## src/rtl/stat_pkg.sv

```systemverilog
package stat_pkg;
    localparam int STAT_DW    = 7;
    localparam int STAT_NFLAG = 3;
    localparam int STAT_NREG  = STAT_NFLAG + 1;
    localparam int STAT_AW    = $clog2(STAT_NREG);

    typedef enum logic [STAT_AW-1:0] {
        ADDR_FLAG0 = 2'd0,
        ADDR_FLAG1 = 2'd1,
        ADDR_FLAG2 = 2'd2,
        ADDR_POS   = 2'd3
    } stat_addr_e;

    typedef struct packed {
        logic               par;
        logic [STAT_DW-1:0] data;
    } stat_word_t;

    function automatic stat_word_t stat_encode(input logic [STAT_DW-1:0] d);
        stat_word_t w;
        w.data = d;
        w.par  = ^d;
        return w;
    endfunction
endpackage

```

## src/rtl/stat_flag_reg.sv

```systemverilog
module stat_flag_reg #(
    parameter int DW = 7
) (
    input  logic          clk,
    input  logic          rst,
    input  logic          upd_en,
    input  logic [DW-1:0] evt,
    input  logic          clr_req,
    output logic [DW-1:0] q
);
    logic [DW-1:0] pend_q;
    logic          clr_pend_q;
    logic [DW-1:0] base;

    // an armed clear drops old contents; new and pending events still land
    assign base = clr_pend_q ? '0 : q;

    always_ff @(posedge clk) begin
        if (rst) begin
            q          <= '0;
            pend_q     <= '0;
            clr_pend_q <= 1'b0;
        end else if (upd_en) begin
            q          <= base | pend_q | evt;
            pend_q     <= '0;
            clr_pend_q <= clr_req;
        end else begin
            pend_q     <= pend_q | evt;
            clr_pend_q <= clr_pend_q | clr_req;
        end
    end
endmodule

```

## src/rtl/stat_pos_reg.sv

```systemverilog
module stat_pos_reg #(
    parameter int DW = 7
) (
    input  logic          clk,
    input  logic          rst,
    input  logic          upd_en,
    input  logic [DW-1:0] pos,
    output logic [DW-1:0] q
);
    always_ff @(posedge clk) begin
        if (rst)         q <= '0;
        else if (upd_en) q <= pos;
    end
endmodule

```

## src/rtl/stat_rd_mux.sv

```systemverilog
module stat_rd_mux #(
    parameter int NREG = 4,
    parameter int WW   = 8,
    parameter int AW   = 2
) (
    input  logic [NREG*WW-1:0] words,
    input  logic [AW-1:0]      sel,
    output logic [WW-1:0]      dout
);
    always_comb begin
        dout = '0;
        for (int i = 0; i < NREG; i++) begin
            if (sel == AW'(i)) dout = words[i*WW +: WW];
        end
    end
endmodule

```

## src/rtl/stat_bank.sv

```systemverilog
module stat_bank
    import stat_pkg::*;
(
    input  logic                         clk,
    input  logic                         rst,
    input  logic                         spi_sel_n,
    input  logic [STAT_NFLAG*STAT_DW-1:0] evt_i,
    input  logic [STAT_DW-1:0]           pos_i,
    input  logic                         rd_stb,
    input  logic [STAT_AW-1:0]           rd_addr,
    output logic [STAT_DW:0]             rd_data,
    output logic [STAT_NREG*(STAT_DW+1)-1:0] stat_o,
    output logic                         err_o
);
    localparam int WW = STAT_DW + 1;

    logic                   upd_en;
    logic [STAT_DW-1:0]     flag_q [STAT_NFLAG];
    logic [STAT_DW-1:0]     pos_q;
    logic [STAT_NFLAG-1:0]  flag_any;
    stat_word_t             enc [STAT_NREG];

    assign upd_en = spi_sel_n;

    for (genvar w = 0; w < STAT_NFLAG; w++) begin : g_flag
        logic clr_req;
        assign clr_req = rd_stb && (rd_addr == STAT_AW'(w));
        stat_flag_reg #(.DW(STAT_DW)) u_flag (
            .clk     (clk),
            .rst     (rst),
            .upd_en  (upd_en),
            .evt     (evt_i[w*STAT_DW +: STAT_DW]),
            .clr_req (clr_req),
            .q       (flag_q[w])
        );
        assign flag_any[w] = |flag_q[w];
        assign enc[w]      = stat_encode(flag_q[w]);
    end

    stat_pos_reg #(.DW(STAT_DW)) u_pos (
        .clk    (clk),
        .rst    (rst),
        .upd_en (upd_en),
        .pos    (pos_i),
        .q      (pos_q)
    );
    assign enc[ADDR_POS] = stat_encode(pos_q);

    for (genvar r = 0; r < STAT_NREG; r++) begin : g_out
        assign stat_o[r*WW +: WW] = enc[r];
    end

    stat_rd_mux #(.NREG(STAT_NREG), .WW(WW), .AW(STAT_AW)) u_mux (
        .words (stat_o),
        .sel   (rd_addr),
        .dout  (rd_data)
    );

    assign err_o = |flag_any;
endmodule

```

## config.mk

```make
export PLATFORM = sky130hd
export DESIGN_NAME = stat_bank
export DESIGN_NICKNAME = d
export VERILOG_FILES = /design/src/rtl/stat_pkg.sv /design/src/rtl/stat_flag_reg.sv /design/src/rtl/stat_pos_reg.sv /design/src/rtl/stat_rd_mux.sv /design/src/rtl/stat_bank.sv
export SDC_FILE = /design/constraint.sdc
export NUM_CORES = 1
export LEC_CHECK = 0
export BUFFER_PORTS_ARGS = -buffer_cell sky130_fd_sc_hd__buf_2
export CAP_MARGIN = 15
export CORE_MARGIN = 4
export CORE_UTILIZATION = 45
export DETAILED_ROUTE_END_ITERATION = 12
export PLACE_DENSITY = 0.76
export SYNTH_ARGS = -nofsm -noshare
export SYNTH_HDL_FRONTEND = slang
export SYNTH_SLANG_ARGS = --single-unit
```

## constraint.sdc

```tcl
create_clock -name clk -period 1.4 [get_ports clk]
set_input_delay 0.14 -clock clk [delete_from_list [all_inputs] [get_ports clk]]
set_output_delay 0.14 -clock clk [all_outputs]
set_load 0.1 [all_outputs]
```

# After elaboration in Yosys (flattened, before gate mapping)

Index checks and enable logic that the tools add are counted.

Register bits: 52
Input bits: 34
Output and inout port bits: 41
Logic and storage cells: 45

Equal/unequal tests: 3
Mux-type cells: 10
Bitwise operators: 12
Reductions and logical operators: 10

Operators by type and width:

| operator                                                        | number |
|---|---|
| 7-bit bitwise OR                                                | 9 |
| 8-bit 2-to-1 mux                                                | 4 |
| 7-bit parity                                                    | 4 |
| 7-bit 2-to-1 mux                                                | 3 |
| 21-bit OR reduction                                             | 1 |
| 2-bit == test, second input constant                            | 2 |
| 1-bit logical AND                                               | 3 |
| 1-bit 2-to-1 mux                                                | 3 |
| 1-bit bitwise OR                                                | 3 |
| 2-bit by 1-bit == test with 1-bit output, second input constant | 1 |
| 2-bit zero test                                                 | 1 |
| 2-bit OR reduction                                              | 1 |

# Depth between registers and ports, before layout

Gate-level depths: netlist of the first run.

Depth in word-level cells: 5
Mapped depth: 5
Gate-level depth less buffers: 5

# Hierarchy

Synthesis of the first run repeated with hierarchy kept, for this count alone.

Cell total of the unflattened synthesis: 229
Area total of the unflattened synthesis: 2366.0 um^2

Modules (own cells, without submodules):

| module        | times used | cells each | area each (um^2) | sequential area each (um^2) |
|---|---|---|---|---|
| stat_flag_reg | 3          | 52         | 520.5            | 300.3 |
| stat_bank     | 1          | 41         | 360.3            | 0.0 |
| stat_pos_reg  | 1          | 22         | 247.7            | 140.1 |
| stat_rd_mux   | 1          | 10         | 196.4            | 0.0 |

# Least setup slack after synthesis of the first run

OpenSTA, ideal clock, no wires.

Path type: reg-to-output
Start point: reg g_flag[0].u_flag.q[4]
End point: out rd_data[7]
Data arrival time: 4090 ps
Data required time: 1260 ps
Setup slack: -2830 ps
Stages on the path, launching flop included: 6
Path buffers: 0
Cell sequence: dfxtp_1 > inv_1 > ha_1 > xor2_1 > xnor2_1 > mux4_2

Word-level cells in the longest chain between the ends: 5

RTL lines:

| item                           | line                | text |
|---|---|---|
| start: declaration             | stat_flag_reg.sv:9  | `output logic [DW-1:0] q` |
| start signal: assignment       | stat_flag_reg.sv:24 | `q <= base \| pend_q \| evt;` |
| 7-bit parity                   | stat_pkg.sv:22      | `w.par = ^d;` |
| named net stat_o[7]            | stat_bank.sv:12     | `output logic [STAT_NREG*(STAT_DW+1)-1:0] stat_o,` |
| 8-bit 2-to-1 mux (4 in series) | stat_rd_mux.sv:13   | `if (sel == AW'(i)) dout = words[i*WW +: WW];` |
| end: declaration               | stat_bank.sv:11     | `output logic [STAT_DW:0] rd_data,` |

The timed path passes the listed nets, and every way through them passes these cells.

# Worst setup path after layout of the first run

Start point: reg u_pos.q[1]
End point: out rd_data[7]

Word-level cells in the longest chain between the ends: 2

RTL lines:

| item                     | line               | text |
|---|---|---|
| start: declaration       | stat_pos_reg.sv:8  | `output logic [DW-1:0] q` |
| start signal: assignment | stat_pos_reg.sv:12 | `else if (upd_en) q <= pos;` |
| 7-bit parity             | stat_pkg.sv:22     |  |
| 8-bit 2-to-1 mux         | stat_rd_mux.sv:13  |  |

No other way between the ends.

==> results.sh, run 1 <==
export IMPL_status="complete, but fails checks"
export IMPL_violations="setup timing"
export IMPL_drv_cap=0
export IMPL_hold_violations=0
export IMPL_slew_viol_final=0
export IMPL_grt_pass1_wl_um=11400
export IMPL_final_util_pct=78.7
export IMPL_cts_tree="done"
export IMPL_synthTopCellsByArea="dfxtp_1 47%, nor2_1 8.8%, mux4_2 7.1%"
export IMPL_start_kind="register"
export IMPL_grt_usage_pct=24.6
export IMPL_period_share_pct=164
export IMPL_r2r_end="g_flag[1].u_flag.q[3]$_SDFFE_PP0P_"
export IMPL_cts_sinks=52
export IMPL_clock_skew_final_ps=11.1
export IMPL_synth_top_cell_by_area="dfxtp_1"
export IMPL_place_congestion=0.902
export IMPL_required_ps=1260
export IMPL_diodes=0
export IMPL_nets=397
export IMPL_synth_edf_count=0
export IMPL_syn_inst=240
export IMPL_initial_core_util_pct=46.6
export IMPL_drtIter0Drc=178
export IMPL_min_period_ps=2290
export IMPL_placed_cells=411
export IMPL_yosys_warnings=0
export IMPL_hold_class="in2reg"
export IMPL_arrival_ps=2150
export IMPL_ys_seq_area_share_pct=47.0
export IMPL_antenna_found_initial=0
export IMPL_dr_pass1_iters=4
export IMPL_synth_ff_type="dfxtp_1"
export IMPL_fp_dieW_um=78.1
export IMPL_rr_worst_depth=5
export IMPL_drc=0
export IMPL_die_height_um=78.1
export IMPL_postRouteAntennaNets=0
export IMPL_place_port_buffers=74
export IMPL_clock_latency_ps=310
export IMPL_rows=25
export IMPL_final_cells=425
export IMPL_fp_coreArea_um2=4750
export IMPL_power_per_cell_area_nw_per_um2=1420
export IMPL_synth_fp_nets=280
export IMPL_cts_max_level=2
export IMPL_crit_type="reg2out"
export IMPL_synth_ff_latch_count=52
export IMPL_clkTransAtPathRegs_ps=100
export IMPL_vias_per_cell=5.32
export IMPL_grt_pass1_vias=2213
export IMPL_dpl_hpwl_um=5030
export IMPL_tns_ps=-4850
export IMPL_grt_max_degree=32
export IMPL_cts_buffers_inserted=5
export IMPL_synth_avg_cell_area_um2=9.22
export IMPL_netlist_area_um2=2210
export IMPL_max_freq_mhz=436
export IMPL_timing_rr_start="g_flag[1].u_flag.q[3]$_SDFFE_PP0P_"
export IMPL_vias=2262
export IMPL_pre_cts_ws_ps=-566
export IMPL_clock_path_buffers=2
export IMPL_worstPathMaxFanout=2
export IMPL_finalWorstSetupSlack_ps=-894
export IMPL_slew_limit_headroom_pct=66.8
export IMPL_routed_wl_um=8070
export IMPL_async_reset_ff_share_pct=0
export IMPL_clk_root_buffer_cell="clkbuf_8"
export IMPL_area_delta_synth_final_pct=69.0
export IMPL_die_area_um2=6100
export IMPL_peakVddDrop_uv=933
export IMPL_ys_types=22
export IMPL_rsz0062_at_grt="true"
export IMPL_synth_top_area_share_pct=47.0
export IMPL_yosys_top_cells_count="52 x dfxtp_1, 52 x nor2_1, 25 x nand2_1"
export IMPL_leakagePower_nw=1.67
export IMPL_post_drt_wl_per_cell_um=19.0
export IMPL_endpoint_kind="output pin"
export IMPL_grt_overflow=0
export IMPL_drive_above_1_share_pct=55.3
export IMPL_worstMarginPinSlew_ps=502
export IMPL_hp_start="evt_i[6]"
export IMPL_setup_viol=13
export IMPL_rrSetupSlack_ps=380
export IMPL_hold_path_cell_count=3
export IMPL_ios=75
export IMPL_ctsHoldBuffers=0
export IMPL_whs_endpoint="g_flag[0].u_flag.pend_q[6]$_SDFF_PP0_"
-- report_power, final --
| part | internal, W | switching [W] |
|---|---|---|
| registers | 0.00156 | 0.0000767 |
| clock network | 0.000350 | 0.000489 |
| logic | 0.00111 | 0.00173 |
-- worst max-delay path by stage --
stage	slack, ps	to	depth (start not counted)	start
3_5_place_dp	-570	rd_data[7]	4	u_pos.q[6]$_SDFFE_PP0P_
2_1_floorplan	-1130	rd_data[7]	5	g_flag[0].u_flag.q[3]$_SDFFE_PP0P_
5_1_grt	-940	rd_data[7]	4	u_pos.q[1]$_SDFFE_PP0P_
4_1_cts	-820	rd_data[7]	4	g_flag[1].u_flag.q[0]$_SDFFE_PP0P_
6_report	-890	rd_data[7]	4	u_pos.q[1]$_SDFFE_PP0P_
3_3_place_gp	-540	rd_data[7]	4	g_flag[1].u_flag.q[0]$_SDFFE_PP0P_
-- flip-flops by register name, indices dropped and copies added, names as in the netlist --
signal,flops
u_pos.q,7
g_flag.u_flag.pend_q,21
g_flag.u_flag.q,21
g_flag.u_flag.clr_pend_q,3
-- layout by cell type, fill, tap and decap left out, drive strengths merged --
| master | count |
|---|---|
| buf | 115 |
| xnor3 | 4 |
| a21oi | 21 |
| nor4 | 2 |
| ha | 6 |
| mux2i | 7 |
| clkbuf | 11 |
| inv | 15 |
| nand2 | 25 |
| or2 | 1 |
| nor4b | 1 |
| a32oi | 3 |
| dfxtp | 52 |
| o21ai | 21 |
| xor2 | 2 |
| clkinvlp | 1 |
| xnor2 | 8 |
| nor2 | 52 |
| mux4 | 8 |
| clkinv | 1 |
| nand3 | 2 |
-- area by class of cell --
| cell class | instances | area (um^2) |
|---|---|---|
| Clock buffer | 6 | 72.6 |
| Multi-Input combinational cell | 163 | 1330 |
| Clock inverter | 2 | 12.5 |
| Sequential cell | 52 | 1150 |
| Tap cell | 67 | 83.8 |
| Timing Repair Buffer | 120 | 1030 |
| Fill cell | 290 | 1010 |
| Inverter | 15 | 61.3 |
-- worst max-delay path, stage by stage, from the launching register on --
cell     delay, ps
dfxtp_4        370
xnor3_1        430
xnor3_4        350
mux4_2         510
buf_12         190
-- through the flow --
step / hold slack (ps) / total power, W / area, um^2
floorplan: 199 / 0.00337 / 2500
global placement: 356 / 0.00405 / 3280
detailed placement: 365 / 0.00409 / 3280
CTS: 37.6 / 0.00515 / 3640
global route: 51.4 / 0.00548 / 3740
finish: 43.2 / 0.00532 / 3740
-- cells by family (layout without fill, tap and decap cells) --
logic type                 count (synthesis)  in the layout  share of synthesized area [%]
muxes                                     15             15                           11.5
AOI/OAI and AO/OA                         45             45                           10.7
adders and majority gates                  6              6                           3.39
and+or+nand+nor                           83             83                           14.8
DFF                                       52             52                           47.0
buffers and inverters                     25            143                           4.30
xor gates and xnor gates                  14             14                           8.37
-- what timing repair did --
action | in CTS | in global routing
pin swaps | 6 | 4
gates resized for setup | 67 | 25
gates cloned | 0 | 0
setup endpoints to repair | 14 | 15
setup buffers | 2 | 12
-- per-layer routing --
layer | wire length (um) | track usage, % | share of wire [%]
met5 | 0 | 0 | 0
met1 | 2950 | 27.5 | 36
met4 | 358 | 8.92 | 4.4
met2 | 4330 | 45.5 | 54
met3 | 440 | 5.16 | 5.5
(Power assumes the default switching activity.)
==> inputs of run 2 (changes only) <==
ABC_AREA = 1   (was unset)
CORE_UTILIZATION = 25   (was 45)
PLACE_DENSITY = unset   (was 0.76)
==> run 2 against run 1 <==
The run still ends with setup timing left. Final cell count rose by 42%. Routed wire length fell by 3.6%. Sequential share of layout area fell by 2.4 points. Critical path depth rose by 6. Clock power rose by 2%. Sequential cell count did not move. Utilization fell by 38 points. Critical endpoint unchanged. Hold slack improved by 18 ps. Sequential power barely moved. Clock skew rose by 6.0 ps. Synthesized cell count rose by 50%.
==> results.sh, run 2 <==
export IMPL_clk_root_buffer_cell="clkbuf_8"
export IMPL_regArea_um2=1140
export IMPL_initial_core_util_pct=26.1
export IMPL_die_height_um=110
export IMPL_ios=75
export IMPL_crit_path_cell_trace="inv_4 > ha_4 > nand2_2 > inv_1 > nor2_1 > nand2_2 > a21oi_2 > nor2_2 > a21oi_4 > buf_12"
export IMPL_cts_max_level=2
export IMPL_slowest_delay_ps=360
export IMPL_clock_path_buffers=2
export IMPL_leakagePower_nw=1.80
export IMPL_clkTransAtPathRegs_ps=90
export IMPL_peakVddDrop_uv=508
export IMPL_fp_coreArea_um2=9950
export IMPL_area_delta_synth_final_pct=55.7
export IMPL_synth_avg_cell_area_um2=7.22
export IMPL_final_util_pct=40.6
export IMPL_worstMarginPinSlew_ps=505
export IMPL_cts_tree="done"
export IMPL_synth_fp_nets=400
export IMPL_finalWorstSetupSlack_ps=-548
export IMPL_slew_limit_headroom_pct=66.6
export IMPL_nets=511
export IMPL_synth_ff_type="dfxtp_1"
export IMPL_place_port_buffers=74
export IMPL_cts_buffers_inserted=5
export IMPL_yosys_warnings=0
export IMPL_antenna_found_initial=0
export IMPL_cp_common_cell="nand2_2"
export IMPL_dr_pass1_iters=4
export IMPL_ys_types=25
export IMPL_yosys_top_cells_count="98 x nand2_1, 52 x dfxtp_1, 41 x nor2_1"
export IMPL_power_per_cell_area_nw_per_um2=1170
export IMPL_violations="setup timing"
export IMPL_endpoint_kind="output pin"
export IMPL_stdcell_area_um2=4050
export IMPL_grt_max_degree=32
export IMPL_period_share_pct=139
export IMPL_slew_viol_final=0
export IMPL_diodes=0
export IMPL_synth_top_area_share_pct=40.1
export IMPL_post_drt_wl_per_cell_um=12.9
export IMPL_synth_edf_count=0
export IMPL_multi_input_area_um2=1550
export IMPL_grt_pass1_wl_um=12600
export IMPL_hold_class="in2reg"
export IMPL_min_period_ps=1950
export IMPL_routed_wl_um=7780
export IMPL_yosysMostFrequentCell="nand2_1"
export IMPL_dpl_hpwl_um=6110
export IMPL_die_area_um2=12100
export IMPL_postRouteAntennaNets=0
export IMPL_setup_viol=13
export IMPL_start_kind="register"
export IMPL_hold_slack_ps=60.9
export IMPL_cts_sinks=52
export IMPL_final_cell_mix="77 x nand2_1, 59 x buf_2, 36 x nor2_1, 35 x buf_4, 28 x a21oi_1"
export IMPL_drc=0
export IMPL_clock_latency_ps=310
export IMPL_fp_dieW_um=110
export IMPL_async_reset_ff_share_pct=0
export IMPL_required_ps=1260
export IMPL_ctsHoldBuffers=0
export IMPL_place_congestion=0.863
export IMPL_grt_pass1_vias=2623
export IMPL_clock_skew_final_ps=17.0
export IMPL_crit_slowest_cell="dfxtp_4"
export IMPL_vias_per_cell=4.32
export IMPL_drive_above_1_share_pct=53.0
export IMPL_drv_cap=0
export IMPL_rsz0062_at_grt="true"
export IMPL_status="complete, but fails checks"
export IMPL_synth_ff_latch_count=52
export IMPL_hold_violations=0
export IMPL_synthTopCellsByArea="dfxtp_1 40%, nand2_1 14%, nor2_4 8.7%"
export IMPL_worstPathMaxFanout=3
export IMPL_rows=36
export IMPL_syn_inst=360
export IMPL_arrival_ps=1810
export IMPL_crit_type="reg2out"
export IMPL_vias=2613
export IMPL_top_regs="g_flag.u_flag.pend_q: 21 flops, g_flag.u_flag.q: 21 flops, u_pos.q: 7 flops"
export IMPL_fillers=1015
export IMPL_tns_ps=-2770
export IMPL_ys_seq_area_share_pct=40.1
export IMPL_grt_overflow=0
export IMPL_final_common_cell="nand2_1"
export IMPL_power_total_w=0.00475
export IMPL_synth_top_cell_by_area="dfxtp_1"
export IMPL_grt_usage_pct=13.4
export IMPL_max_freq_mhz=513
export IMPL_place_area_um2=3730
export IMPL_netlist_area_um2=2600
export IMPL_drtIter0Drc=77
[run 2: cell count changes after synthesis, sizes merged, moves of 9 or more]
cell / delta
inv: +29
a21oi: +9
nor2: +10
nand2: +76
[run 2: cells by family after synthesis]
family	Yosys count	share of synthesized area, %
fa+ha+maj	6	2.89
flops	52	40.1
buf+inv	53	9.34
simple gates	174	32.0
compound gates	75	15.7
[run 2: repair_timing]
item | CTS | global route
setup buffers | 6 | 0
resized for setup | 51 | 22
endpoints found under the setup margin | 13 | 14
pin swaps | 23 | 14
hold endpoints to repair | 0 | 0
[run 2: worst max-delay path: cells and delay by family, from the launching register on]
kind            cells  cell delay (ps)
flops               1              360
simple gates        4              350
compound gates      2              300
buf+inv             3              270
fa+ha+maj           1              230
[run 2: worst paths after layout]
check             cells after the start                                   start                                     end  slack [ps]
setup / recovery                     10      g_flag[0].u_flag.q[5]$_SDFFE_PP0P_                              rd_data[7]        -550
hold / removal                        3                               evt_i[15]   g_flag[2].u_flag.pend_q[1]$_SDFF_PP0_          60
setup reg to reg                      5                 u_pos.q[4]$_SDFFE_PP0P_                 u_pos.q[4]$_SDFFE_PP0P_         350
hold reg to reg                       2  g_flag[2].u_flag.clr_pend_q$_SDFF_PP0_  g_flag[2].u_flag.clr_pend_q$_SDFF_PP0_         480
[run 2: where the power goes]
group	switching [W]	internal [W]	leakage (nW)
sequential	0.0000884	0.00156	0.446
combinational	0.00150	0.000737	1.31
clock	0.000507	0.000348	0.0388
[run 2: area by class of cell]
| class | instances | area share, % |
|---|---|---|
| clock buffers | 6 | 1.79 |
| clock inverters | 2 | 0.278 |
| inverters | 44 | 5.01 |
| multi-input cells | 255 | 38.4 |
| flip-flops and latches | 52 | 28.2 |
| well taps | 133 | 4.11 |
| repair buffers | 113 | 22.2 |
[run 2: layer usage]
layer  GRT usage (%)  part of all wire [%]  vias up
met5               0                     0        -
li1                -                     -     1378
met3            2.76                   6.1       11
met1            16.9                    45     1157
met2            22.9                    47       67
met4            4.10                   1.7        0
[run 2: per-stage QoR]
stage	instances	setup slack [ps]
after floorplan	360	-849
after global placement	592	-276
after detailed placement	592	-316
after CTS	605	-552
after global routing	605	-627
final	605	-548
==> inputs of run 3 (changes only) <==
BUFFER_PORTS_ARGS = unset   (was -buffer_cell sky130_fd_sc_hd__buf_2)
DONT_BUFFER_PORTS = 1   (was unset)
==> run 3 against run 2 <==
The flow still finishes with violations (setup timing). Design area increased by 4.9%. Setup slack got worse by 31 ps. Maximum frequency is 1.6% lower. First-iteration DRC count increased by 57%. Die area did not move. Global-route usage is 0.39 points higher. Via count is 1.2% higher. Clock skew decreased by 7.6 ps. Routed wire length grew 7.4%. Critical path type unchanged. Largest power group unchanged. Highest routed layer unchanged.
==> results.sh, run 3 (same netlist as run 2, synthesis figures left out) <==
export IMPL_status="complete, but fails checks"
export IMPL_violations="setup timing"
export IMPL_place_area_um2=3440
export IMPL_ios=75
export IMPL_rsz0062_at_grt="true"
export IMPL_cts_max_level=2
export IMPL_clk_root_buffer_cell="clkbuf_8"
export IMPL_slew_viol_final=0
export IMPL_endpoint_kind="output pin"
export IMPL_cts_sinks=52
export IMPL_antenna_found_initial=0
export IMPL_leakagePower_nw=1.76
export IMPL_grt_overflow=0
export IMPL_arrival_ps=1840
export IMPL_die_height_um=110
export IMPL_place_port_buffers=0
export IMPL_start_kind="register"
export IMPL_diodes=0
export IMPL_finalWorstSetupSlack_ps=-579
export IMPL_regArea_um2=1140
export IMPL_drv_cap=0
export IMPL_multi_input_area_um2=1630
export IMPL_grt_pass1_vias=2603
export IMPL_fillers=976
export IMPL_clock_latency_ps=320
export IMPL_drtIter0Drc=121
export IMPL_drc=0
export IMPL_dpl_hpwl_um=5950
export IMPL_grt_util_met2_pct=23.8
export IMPL_hold_class="in2reg"
export IMPL_final_cell_mix="69 x nand2_1, 49 x buf_4, 35 x nor2_1, 31 x dlygate4sd3_1, 28 x a21oi_1"
export IMPL_setup_viol=13
export IMPL_fp_dieW_um=110
export IMPL_area_delta_synth_final_pct=63.4
export IMPL_peakVddDrop_uv=543
export IMPL_grtUsageMet3_pct=4.23
export IMPL_stdcell_area_um2=4250
export IMPL_required_ps=1260
export IMPL_slew_limit_headroom_pct=60.7
export IMPL_postRouteAntennaNets=0
export IMPL_hold_violations=0
export IMPL_use_met1_pct=16.4
export IMPL_grt_max_degree=32
export IMPL_grt_busiest_layer="met2"
export IMPL_post_drt_wl_per_cell_um=14.2
export IMPL_crit_type="reg2out"
export IMPL_period_share_pct=141
export IMPL_place_congestion=0.819
export IMPL_drive_above_1_share_pct=47.3
export IMPL_vias_per_cell=4.48
export IMPL_fp_coreArea_um2=9950
export IMPL_power_per_cell_area_nw_per_um2=1160
export IMPL_grt_usage_pct=13.8
export IMPL_clock_skew_final_ps=9.41
export IMPL_die_area_um2=12100
export IMPL_nets=496
export IMPL_min_period_ps=1980
export IMPL_hold_slack_ps=9.18
export IMPL_worstPathMaxFanout=3
export IMPL_rows=36
export IMPL_max_freq_mhz=505
export IMPL_final_common_cell="nand2_1"
export IMPL_clkTransAtPathRegs_ps=110
export IMPL_vias=2645
export IMPL_dr_pass1_iters=4
export IMPL_grt_pass1_wl_um=12800
export IMPL_clock_path_buffers=2
export IMPL_cts_buffers_inserted=5
export IMPL_top_regs="g_flag.u_flag.pend_q: 21 flops, g_flag.u_flag.q: 21 flops, u_pos.q: 7 flops"
export IMPL_cts_tree="done"
export IMPL_worstMarginPinSlew_ps=587
export IMPL_initial_core_util_pct=26.1
export IMPL_routed_wl_um=8350
-- run 3: stage by stage --
| stage | setup slack, ps | TNS [ps] | utilization (%) | cells | total power, W |
|---|---|---|---|---|---|
| floorplan | -849 | -3250 | - | 360 | 0.00311 |
| global placement | -271 | -425 | 34.5 | 541 | 0.00354 |
| detailed placement | -297 | -503 | 34.5 | 541 | 0.00356 |
| CTS | -570 | -2910 | 40.7 | 583 | 0.00478 |
| global route | -647 | -4120 | 42.6 | 590 | 0.00513 |
| finish | -579 | -3320 | 42.6 | 590 | 0.00491 |
-- run 3: power breakdown --
part / internal [W] / switching, W / leakage (nW)
registers: 0.00156 / 0.0000858 / 0.447
logic: 0.000762 / 0.00154 / 1.27
clock network: 0.000379 / 0.000584 / 0.0511
-- run 3: cell type report --
| cell class | instances | share of cell area, % |
|---|---|---|
| inverter | 44 | 4.89 |
| tap | 133 | 3.92 |
| clock inverter | 3 | 0.678 |
| multi-input combinational | 255 | 38.4 |
| clock buffer | 5 | 1.62 |
| timing repair buffer | 98 | 23.5 |
| sequential | 52 | 26.9 |
-- run 3: per-layer routing --
metal	vias to the layer above	routed length, um
met2	88	4100
li1	1337	-
met4	0	106
met5	-	0
met1	1209	3450
met3	11	690
-- run 3: path summary, 6_finish.rpt --
kind	startpoint	endpoint	cells after the start	slack (ps)
setup / recovery	g_flag[2].u_flag.q[2]$_SDFFE_PP0P_	rd_data[7]	12	-580
hold / removal	evt_i[17]	g_flag[2].u_flag.q[3]$_SDFFE_PP0P_	2	9
setup reg to reg	g_flag[2].u_flag.q[6]$_SDFFE_PP0P_	g_flag[2].u_flag.q[6]$_SDFFE_PP0P_	3	390
hold reg to reg	g_flag[1].u_flag.clr_pend_q$_SDFF_PP0_	g_flag[1].u_flag.clr_pend_q$_SDFF_PP0_	2	490
-- run 3: timing repair --
item                                    in CTS  in global routing
buffers inserted                             3                  6
endpoints found under the setup margin      13                 13
hold buffers                                31                  1
gates resized for setup                     56                 46
pin swaps                                   20                 25
endpoints found under the hold margin       52                  1
-- run 3: worst max-delay path, cell delays in order (launching register included) --
cell     delay, ps
dfxtp_4        370
inv_4           40
ha_4           230
inv_1           70
nand2_1         70
nand2_2         90
nand2_4         60
nand2_8         70
nand2_2         50
nand2_2        100
nor2_4          50
a21oi_4        140
buf_12         190
